==> src/rtl/seq_pkg.sv <==
// Shared constants and types of the serial memory command sequencer.
// Assumes 32-bit entries with an 8-bit immediate in the low byte.
package seq_pkg;
    localparam int ENTRY_W    = 32;
    localparam int IMM_W      = 8;
    localparam int DUMMY_W    = IMM_W - 3;
    localparam int LANE_W     = 3;
    localparam int NUM_PHASES = 4;

    // Entry field positions (decoded by the downstream queue consumer)
    localparam int BIT_XFER   = 8;
    localparam int BIT_EXP    = 9;
    localparam int MODE_LSB   = 10;
    localparam int BIT_CS_LO  = 12;
    localparam int BIT_BUS_LO = 14;
    localparam int BIT_TX     = 16;
    localparam int BIT_RX     = 17;

    localparam logic [IMM_W-1:0] CS_HOLD_IMM = 8'd5;
    localparam logic [1:0]       MODE_SINGLE = 2'd1;

    localparam logic [1:0] DIR_IN  = 2'd1;
    localparam logic [1:0] DIR_OUT = 2'd2;

    localparam int PH_CMD   = 0;
    localparam int PH_ADDR  = 1;
    localparam int PH_DUMMY = 2;
    localparam int PH_DATA  = 3;

    typedef enum logic [2:0] {
        ST_IDLE,
        ST_CSON,
        ST_OPC,
        ST_ADDR,
        ST_DUMMY,
        ST_DATA,
        ST_CSOFF
    } seq_state_t;
endpackage

==> src/rtl/lane_mode_enc.sv <==
// Maps a lane width (1, 2, 4) to the 2-bit mode code of an entry.
// Assumes nothing about the input; unsupported widths fall back to single lane.
module lane_mode_enc
    import seq_pkg::*;
(
    input  logic [LANE_W-1:0] lanes_i,
    output logic [1:0]        mode_o
);
    // Width-to-code mapping with single-lane fallback
    always_comb begin
        case (lanes_i)
            3'd2:    mode_o = 2'd2;
            3'd4:    mode_o = 2'd3;
            default: mode_o = MODE_SINGLE;
        endcase

        mode_nonzero_chk: assert (mode_o != 2'b00)
            else $error("lane mode code zero");
    end
endmodule

==> src/rtl/len_splitter.sv <==
// Splits a data length into exponent chunks (one per set bit at or above
// IMM_W, lowest first) followed by one immediate chunk for the remainder.
// Assumes load and take never coincide; scans one bit position per clock.
module len_splitter
    import seq_pkg::*;
#(
    parameter int LEN_W = 32
) (
    input  logic             clk,
    input  logic             rst_n,
    input  logic             load,
    input  logic [LEN_W-1:0] load_len,
    input  logic             take,
    output logic             chunk_valid,
    output logic             chunk_exp,
    output logic [IMM_W-1:0] chunk_imm,
    output logic             empty
);
    localparam int EXP_W = $clog2(LEN_W);

    logic [LEN_W-1:0] rem_q;
    logic [EXP_W-1:0] bit_q;
    logic             big;

    // Length above the immediate range still has high bits set
    always_comb begin
        big         = |rem_q[LEN_W-1:IMM_W];
        empty       = (rem_q == '0);
        chunk_exp   = big;
        chunk_valid = !empty && (!big || rem_q[bit_q]);
        chunk_imm   = big ? IMM_W'(bit_q) : rem_q[IMM_W-1:0];
    end

    // Remaining length and scan position
    always_ff @(posedge clk) begin
        if (!rst_n) begin
            rem_q <= '0;
            bit_q <= EXP_W'(IMM_W);
        end else if (load) begin
            rem_q <= load_len;
            bit_q <= EXP_W'(IMM_W);
        end else if (take) begin
            if (big) begin
                rem_q <= rem_q - (LEN_W'(1) << bit_q);
                bit_q <= bit_q + 1'b1;
            end else begin
                rem_q <= '0;
            end
        end else if (big && !rem_q[bit_q]) begin
            bit_q <= bit_q + 1'b1;
        end
    end


    exp_shrink_chk: assert property (@(posedge clk) disable iff (!rst_n)
        take && chunk_exp |=> rem_q < $past(rem_q));

    imm_last_chk: assert property (@(posedge clk) disable iff (!rst_n)
        take && !chunk_exp |=> empty);
endmodule

==> src/rtl/seq_ctrl.sv <==
// Phase controller: walks chip-select-on, opcode, address, dummy, data and
// chip-select-off, advancing on each entry handshake.
// Assumes addr_cnt is already clamped and data_done reflects the splitter.
module seq_ctrl
    import seq_pkg::*;
#(
    parameter int CNT_W = 3,
    parameter int IDX_W = 2
) (
    input  logic             clk,
    input  logic             rst_n,
    input  logic             start,
    input  logic [CNT_W-1:0] addr_cnt,
    input  logic             has_dummy,
    input  logic             data_done,
    input  logic             take,
    output seq_state_t       state_o,
    output logic [IDX_W-1:0] addr_idx_o,
    output logic             busy_o
);
    seq_state_t       state_q, state_d;
    logic [IDX_W-1:0] idx_q, idx_d;
    logic             last_addr;

    // Next phase selection
    always_comb begin
        state_d   = state_q;
        idx_d     = idx_q;
        last_addr = (CNT_W'(idx_q) + CNT_W'(1)) == addr_cnt;
        case (state_q)
            ST_IDLE:  if (start) state_d = ST_CSON;
            ST_CSON:  if (take) state_d = ST_OPC;
            ST_OPC: if (take) begin
                idx_d = '0;
                if (addr_cnt != '0) state_d = ST_ADDR;
                else if (has_dummy) state_d = ST_DUMMY;
                else                state_d = ST_DATA;
            end
            ST_ADDR: if (take) begin
                if (last_addr) state_d = has_dummy ? ST_DUMMY : ST_DATA;
                else           idx_d = idx_q + 1'b1;
            end
            ST_DUMMY: if (take) state_d = ST_DATA;
            ST_DATA:  if (data_done) state_d = ST_CSOFF;
            ST_CSOFF: if (take) state_d = ST_IDLE;
            default:  state_d = ST_IDLE;
        endcase
    end

    // Phase and address index registers
    always_ff @(posedge clk) begin
        if (!rst_n) begin
            state_q <= ST_IDLE;
            idx_q   <= '0;
        end else begin
            state_q <= state_d;
            idx_q   <= idx_d;
        end
    end

    assign state_o    = state_q;
    assign addr_idx_o = idx_q;
    assign busy_o     = (state_q != ST_IDLE);


    idle_hold_chk: assert property (@(posedge clk) disable iff (!rst_n)
        state_q == ST_IDLE && !start |=> state_q == ST_IDLE);

    close_chk: assert property (@(posedge clk) disable iff (!rst_n)
        state_q == ST_CSOFF && take |=> state_q == ST_IDLE);
endmodule

==> src/rtl/entry_fmt.sv <==
// Composes the 32-bit entry for the current phase from latched descriptor
// fields, lane modes and the splitter chunk. Purely combinational.
// Assumes mode codes are 1..3 (encoder guarantees it).
module entry_fmt
    import seq_pkg::*;
#(
    parameter int ADDR_BYTES = 4,
    parameter int CNT_W      = 3,
    parameter int IDX_W      = 2
) (
    input  seq_state_t                state,
    input  logic [7:0]                opcode,
    input  logic [8*ADDR_BYTES-1:0]   addr,
    input  logic [CNT_W-1:0]          addr_cnt,
    input  logic [IDX_W-1:0]          addr_idx,
    input  logic [DUMMY_W-1:0]        dummy,
    input  logic [1:0]                dir,
    input  logic [1:0]                mode_cmd,
    input  logic [1:0]                mode_addr,
    input  logic [1:0]                mode_dummy,
    input  logic [1:0]                mode_data,
    input  logic                      chunk_valid,
    input  logic                      chunk_exp,
    input  logic [IMM_W-1:0]          chunk_imm,
    output logic                      valid,
    output logic [ENTRY_W-1:0]        entry
);
    logic [CNT_W-1:0]   byte_sel;
    logic [7:0]         addr_byte;
    logic [IMM_W-1:0]   dummy_x8;
    logic [IMM_W-1:0]   dummy_imm;
    logic [ENTRY_W-1:0] base;

    // Address byte picked most significant first
    always_comb begin
        byte_sel  = addr_cnt - CNT_W'(1) - CNT_W'(addr_idx);
        addr_byte = '0;
        for (int b = 0; b < ADDR_BYTES; b++) begin
            if (byte_sel == CNT_W'(b)) addr_byte = addr[8*b +: 8];
        end
    end

    // Dummy cycle count: bytes*8 shifted down by log2 of lane width
    always_comb begin
        dummy_x8  = {dummy, 3'b000};
        dummy_imm = dummy_x8 >> (mode_dummy - 2'd1);
    end

    // Entry assembly per phase
    always_comb begin
        base              = '0;
        base[BIT_BUS_LO]  = 1'b1;
        base[BIT_CS_LO]   = 1'b1;
        entry             = '0;
        valid             = 1'b0;
        case (state)
            ST_CSON: begin
                valid                    = 1'b1;
                entry                    = base;
                entry[MODE_LSB +: 2]     = MODE_SINGLE;
                entry[IMM_W-1:0]         = CS_HOLD_IMM;
            end
            ST_OPC: begin
                valid                    = 1'b1;
                entry                    = base;
                entry[MODE_LSB +: 2]     = mode_cmd;
                entry[BIT_TX]            = 1'b1;
                entry[IMM_W-1:0]         = opcode;
            end
            ST_ADDR: begin
                valid                    = 1'b1;
                entry                    = base;
                entry[MODE_LSB +: 2]     = mode_addr;
                entry[BIT_TX]            = 1'b1;
                entry[IMM_W-1:0]         = addr_byte;
            end
            ST_DUMMY: begin
                valid                    = 1'b1;
                entry                    = base;
                entry[MODE_LSB +: 2]     = mode_dummy;
                entry[BIT_XFER]          = 1'b1;
                entry[IMM_W-1:0]         = dummy_imm;
            end
            ST_DATA: begin
                valid                    = chunk_valid;
                entry                    = base;
                entry[MODE_LSB +: 2]     = mode_data;
                entry[BIT_XFER]          = 1'b1;
                entry[BIT_TX]            = (dir == DIR_OUT);
                entry[BIT_RX]            = (dir == DIR_IN);
                entry[BIT_EXP]           = chunk_exp;
                entry[IMM_W-1:0]         = chunk_imm;
            end
            ST_CSOFF: begin
                valid                    = 1'b1;
                entry[BIT_BUS_LO]        = 1'b1;
                entry[IMM_W-1:0]         = CS_HOLD_IMM;
            end
            default: ;
        endcase
    end
endmodule

==> src/rtl/spi_op_sequencer.sv <==
// Top of the serial memory command sequencer. Latches a descriptor when
// idle, then emits its entries over a valid/ready stream.
// Assumes the consumer may stall at any cycle; a new descriptor waits
// until the closing entry of the current one has been taken.
module spi_op_sequencer
    import seq_pkg::*;
#(
    parameter int LEN_W      = 32,
    parameter int ADDR_BYTES = 4
) (
    input  logic                    clk,
    input  logic                    rst_n,
    input  logic                    op_valid,
    output logic                    op_ready,
    input  logic [7:0]              op_opcode,
    input  logic [8*ADDR_BYTES-1:0] op_addr,
    input  logic [2:0]              op_addr_bytes,
    input  logic [DUMMY_W-1:0]      op_dummy_bytes,
    input  logic [1:0]              op_dir,
    input  logic [LANE_W-1:0]       op_cmd_lanes,
    input  logic [LANE_W-1:0]       op_addr_lanes,
    input  logic [LANE_W-1:0]       op_dummy_lanes,
    input  logic [LANE_W-1:0]       op_data_lanes,
    input  logic [LEN_W-1:0]        op_data_len,
    output logic                    busy,
    output logic                    ent_valid,
    input  logic                    ent_ready,
    output logic [ENTRY_W-1:0]      ent_data
);
    localparam int CNT_W = 3;
    localparam int IDX_W = (ADDR_BYTES > 1) ? $clog2(ADDR_BYTES) : 1;

    logic                    start, take, data_take;
    seq_state_t              state;
    logic [IDX_W-1:0]        addr_idx;
    logic [7:0]              opc_q;
    logic [8*ADDR_BYTES-1:0] addr_q;
    logic [CNT_W-1:0]        acnt_q;
    logic [DUMMY_W-1:0]      dummy_q;
    logic [1:0]              dir_q;
    logic [LANE_W-1:0]       lane_q [NUM_PHASES];
    logic [1:0]              mode_w [NUM_PHASES];
    logic                    has_data;
    logic                    chunk_valid, chunk_exp, data_done;
    logic [IMM_W-1:0]        chunk_imm;

    // Handshake qualifiers
    always_comb begin
        op_ready  = !busy;
        start     = op_valid && op_ready;
        take      = ent_valid && ent_ready;
        data_take = take && (state == ST_DATA);
        has_data  = (op_dir == DIR_IN) || (op_dir == DIR_OUT);
    end

    // Descriptor capture on accept
    always_ff @(posedge clk) begin
        if (!rst_n) begin
            opc_q   <= '0;
            addr_q  <= '0;
            acnt_q  <= '0;
            dummy_q <= '0;
            dir_q   <= '0;
            for (int p = 0; p < NUM_PHASES; p++) lane_q[p] <= LANE_W'(1);
        end else if (start) begin
            opc_q   <= op_opcode;
            addr_q  <= op_addr;
            acnt_q  <= (op_addr_bytes > CNT_W'(ADDR_BYTES)) ? CNT_W'(ADDR_BYTES)
                                                            : op_addr_bytes;
            dummy_q <= op_dummy_bytes;
            dir_q   <= op_dir;
            lane_q[PH_CMD]   <= op_cmd_lanes;
            lane_q[PH_ADDR]  <= op_addr_lanes;
            lane_q[PH_DUMMY] <= op_dummy_lanes;
            lane_q[PH_DATA]  <= op_data_lanes;
        end
    end

    for (genvar g = 0; g < NUM_PHASES; g++) begin : g_mode
        lane_mode_enc u_enc (
            .lanes_i (lane_q[g]),
            .mode_o  (mode_w[g])
        );
    end

    len_splitter #(.LEN_W(LEN_W)) u_split (
        .clk         (clk),
        .rst_n       (rst_n),
        .load        (start),
        .load_len    (has_data ? op_data_len : '0),
        .take        (data_take),
        .chunk_valid (chunk_valid),
        .chunk_exp   (chunk_exp),
        .chunk_imm   (chunk_imm),
        .empty       (data_done)
    );

    seq_ctrl #(.CNT_W(CNT_W), .IDX_W(IDX_W)) u_ctrl (
        .clk        (clk),
        .rst_n      (rst_n),
        .start      (start),
        .addr_cnt   (acnt_q),
        .has_dummy  (dummy_q != '0),
        .data_done  (data_done),
        .take       (take),
        .state_o    (state),
        .addr_idx_o (addr_idx),
        .busy_o     (busy)
    );

    entry_fmt #(.ADDR_BYTES(ADDR_BYTES), .CNT_W(CNT_W), .IDX_W(IDX_W)) u_fmt (
        .state       (state),
        .opcode      (opc_q),
        .addr        (addr_q),
        .addr_cnt    (acnt_q),
        .addr_idx    (addr_idx),
        .dummy       (dummy_q),
        .dir         (dir_q),
        .mode_cmd    (mode_w[PH_CMD]),
        .mode_addr   (mode_w[PH_ADDR]),
        .mode_dummy  (mode_w[PH_DUMMY]),
        .mode_data   (mode_w[PH_DATA]),
        .chunk_valid (chunk_valid),
        .chunk_exp   (chunk_exp),
        .chunk_imm   (chunk_imm),
        .valid       (ent_valid),
        .entry       (ent_data)
    );


    accept_busy_chk: assert property (@(posedge clk) disable iff (!rst_n)
        start |=> busy);

    idle_quiet_chk: assert property (@(posedge clk) disable iff (!rst_n)
        !busy |-> !ent_valid);

    busy_fall_chk: assert property (@(posedge clk) disable iff (!rst_n)
        $fell(busy) |-> $past(take) && !$past(ent_data[BIT_CS_LO]));

    stall_hold_chk: assert property (@(posedge clk) disable iff (!rst_n)
        ent_valid && !ent_ready |=> ent_valid && $stable(ent_data));

    dir_excl_chk: assert property (@(posedge clk) disable iff (!rst_n)
        ent_valid |-> !(ent_data[BIT_TX] && ent_data[BIT_RX]));
endmodule

==> config.mk <==
export PLATFORM = sky130hd
export DESIGN_NAME = spi_op_sequencer
export DESIGN_NICKNAME = d
export VERILOG_FILES = /design/src/rtl/seq_pkg.sv /design/src/rtl/lane_mode_enc.sv /design/src/rtl/len_splitter.sv /design/src/rtl/seq_ctrl.sv /design/src/rtl/entry_fmt.sv /design/src/rtl/spi_op_sequencer.sv
export SDC_FILE = /design/constraint.sdc
export NUM_CORES = 1
export LEC_CHECK = 0
export ABC_AREA = 1
export CAP_MARGIN = 20
export CELL_PAD_IN_SITES_DETAIL_PLACEMENT = 0
export CELL_PAD_IN_SITES_GLOBAL_PLACEMENT = 1
export CORE_UTILIZATION = 45
export CTS_CLUSTER_SIZE = 8
export DETAILED_ROUTE_END_ITERATION = 7
export DONT_BUFFER_PORTS = 1
export MAX_ROUTING_LAYER = met4
export PLACE_DENSITY_LB_ADDON = 0.15
export SLEW_MARGIN = 10
export SYNTH_ARGS = -nofsm -noshare
export SYNTH_HDL_FRONTEND = slang
export SYNTH_HIERARCHICAL = 1
export SYNTH_SLANG_ARGS = --single-unit
==> constraint.sdc <==
create_clock -name clk -period 2.8 [get_ports clk]
set_input_delay 0.14 -clock clk [delete_from_list [all_inputs] [get_ports clk]]
set_output_delay 0.14 -clock clk [all_outputs]
set_load 0.1 [all_outputs]
==> metrics.txt <==
H-tree Lvls 3; wire per inst 15.7 µm; post-synthesis register bit count 104; relative slew slack 0.342; top_reg_cell synth dfxtp_1; synth-to-layout area growth 25.7%; Die Ht 143 µm; share of layout cells above drive strength 1 0.154; max cap viols 0; final worst slack 0.139 ns; routed via count 9,798; DR DRC count 0; DR pass1 iterations 5; core area 0.0195 mm²; Routed Antenna Nets 0; dpl ws -0.0171 ns; CTS clk-pin slew, worst paths 0.09 ns; area of the multi-input gates 0.00583 mm²; Longest Clk Path Bufs 2; fin cells 1,888; Placement Rows 51; Finished Cell Area 0.0113 mm²; Final Skew 0.0133 ns; vias per inst 5.19; VDD IR-drop max 0.000450 V; clk_lat worst skew 0.37 ns; Synth Area per Inst 6.05 µm²; cell total after placement 1,790; critical path data required time 3.04 ns; Startpoint Class flip-flop; die area 0.0205 mm²; FFs w/ async S/R, synth 0; pin count of the biggest net entering global routing 105; CP Max Fanout 7; fillers 2,000; CTS tree done; Power Dens Cells 969 mW/mm²; hold slack 0.00752 ns; Ys Warns 6; Die W 143 µm; first-pass GRT wire length 44,500 µm; library cells used by synthesis 48; HPWL Detailed 22,100 µm; crit share post-route 0.950; grt ovf 0; vias in the first global route 8,310; fmax 0.376 GHz; Seq. cell area 0.00221 mm²; EDFF count, synth 12; Placer Congestion 0.946; run status completed; drt first-iter violations 808; Tot Pwr 10.9 mW; setup tns final 0 ns; number of nets in the layout 1,767; Initial Util 0.460; All-Layer GR Usage 0.293; WS Path Type reg -> reg; Final Max Slew Viols 0; pin slew with the least headroom to its limit 0.988 ns; initial antenna violation count 0; final wirelength 29,700 µm; n_diodes 0; I/O Buffers 0; Root Buffer Master clkbuf_16; Hold Fails Final Rpt 0; WP data arrival 2.90 ns; LEAKAGE 5.64 nW; endpoints failing setup 0; placed cell areas 0.00993 mm²; worst min path class in -> reg; Final Core Density 0.578; Synth Cell Area 0.00895 mm²; sequential fraction of the synthesis area 0.246; IO Pins 133; Crit. End Element flip-flop; post-synthesis cell count 1,480; Tmin final 2.66 ns; CTS sink cnt 104; CTS buffer count 9
==> cell families after synthesis <==
| logic type | count (synthesis) | synth area share |
|---|---|---|
| adder cells (fa/ha/maj) | 51 | 0.0730 |
| AO/OA/AOI/OAI | 139 | 0.0905 |
| XOR/XNOR | 10 | 0.0106 |
| other | 1 | 0.000419 |
| AND/OR/NAND/NOR | 900 | 0.443 |
| flip-flops | 104 | 0.246 |
| buffers and inverters | 275 | 0.136 |
==> cells in the mapped netlist, types with 2 or more instances <==
library cell    n  area [µm²]
a21oi_1        64         320
nand4_1        13        81.3
o211ai_1        4        30.0
edfxtp_1       12         360
clkinv_1        2        7.51
nor3_1          8        40.0
and2_1          3        18.8
xnor2_1         3        26.3
dfxtp_1        92        1840
o21a_1          2        15.0
a21boi_1        2        15.0
inv_1         194         728
nand3b_1       12        90.1
a21oi_2         2        17.5
o21ai_2         2        17.5
nand3_1       243        1220
nor2_2          5        31.3
nor2_1        159         597
nand2_4         3        33.8
o21bai_1        4        30.0
or2_2           5        31.3
xor2_1          6        52.6
buf_6           9         101
buf_4          23         173
fa_1            2        40.0
nand2_2        10        62.6
a31oi_1         9        56.3
nand3_2         6        60.1
nand2_1       424        1590
buf_1           5        18.8
a22oi_1        20         150
o21ai_0        23         115
nor2_4          6        67.6
o21ai_1         4        20.0
buf_2          16        80.1
inv_2          10        37.5
clkbuf_1       14        52.6
ha_1           49         613
==> area by class of cell <==
type                    instances  area share
well taps                     265      0.0295
clock inverters                 7     0.00845
multi-input cells            1116       0.518
inverters                     207      0.0706
clock buffers                   9      0.0200
repair buffers                180       0.156
flip-flops and latches        104       0.197
==> layout by cell type, fill, tap and decap left out, drive strengths merged <==
master and instances:
nor4 1, clkbuf 11, nand2 437, clkinvlp 2
a22oi 20, o21bai 4, nor2 171, xnor2 4
nand3 250, xor2 6, a21boi 3, nor3 8
or2 5, conb 16, a21oi 66, nand3b 12
a31oi 9, clkinv 4, buf 118, nand4 13
fa 2, ha 49, dfxtp 92, o22ai 1
o211ai 4, o21ai 29, edfxtp 12, a31o 1
o21a 2, dlygate4sd3 60, bufinv 1, inv 207
and2 3
==> flip-flops by register name, summed over array words and instances (netlist names) <==
name and flops:
dir_q 2, lane_q 12, dummy_q 5, opc_q 8
u_split/rem_q 32, u_ctrl/state_o 3, addr_q 32, u_ctrl/addr_idx_o 2
acnt_q 3, u_split/bit_q 5
==> timing repair <==
item	in CTS	in global routing
buffers inserted	1	18
pin swaps	1	16
setup endpoints to repair	11	45
gates resized for setup	6	46
gates cloned	0	2
hold buffers	61	0
hold endpoints to repair	66	0
==> final timing paths <==
check | start | to | slack (ns) | cells after the start
hold reg to reg | addr_q[24]$_SDFFE_PN0P_ | addr_q[24]$_SDFFE_PN0P_ | 0.47 | 2
setup / recovery | u_split/bit_q[0]$_SDFFE_PP0P_ | u_split/rem_q[26]$_SDFFE_PN0P_ | 0.14 | 14
setup reg to reg | u_split/bit_q[0]$_SDFFE_PP0P_ | u_split/rem_q[26]$_SDFFE_PN0P_ | 0.14 | 14
hold / removal | op_cmd_lanes[1] | lane_q[0][1]$_SDFFCE_PN0P_ | 0.008 | 2
==> power by group <==
part	switching (mW)	internal, mW	total [mW]
Combinational	4.86	2.54	7.40
Clock	0.679	0.724	1.40
Sequential	0.299	1.80	2.10
Total	5.84	5.06	10.9
==> metal layers <==
layer  global-route usage  vias to the layer above  routed length [µm]
met5                    -                        -                   0
met4               0.0464                        0                 259
met3               0.0322                       15                1780
met2                0.426                      298               12900
met1                0.435                     4488               14800
li1                     -                     4997                   -
==> critical path, stage by stage (launching register included) <==
cell	delay (ns)
dfxtp_4	0.43
ha_2	0.23
ha_2	0.21
buf_4	0.12
nand3_1	0.08
ha_1	0.38
nand2_1	0.13
nor2_1	0.29
nand2_1	0.12
nor2_1	0.11
nand2_1	0.11
nand3_1	0.10
nand2_1	0.06
nand3_2	0.09
a21oi_1	0.06
Note: power is estimated with default switching activity, not from simulation.
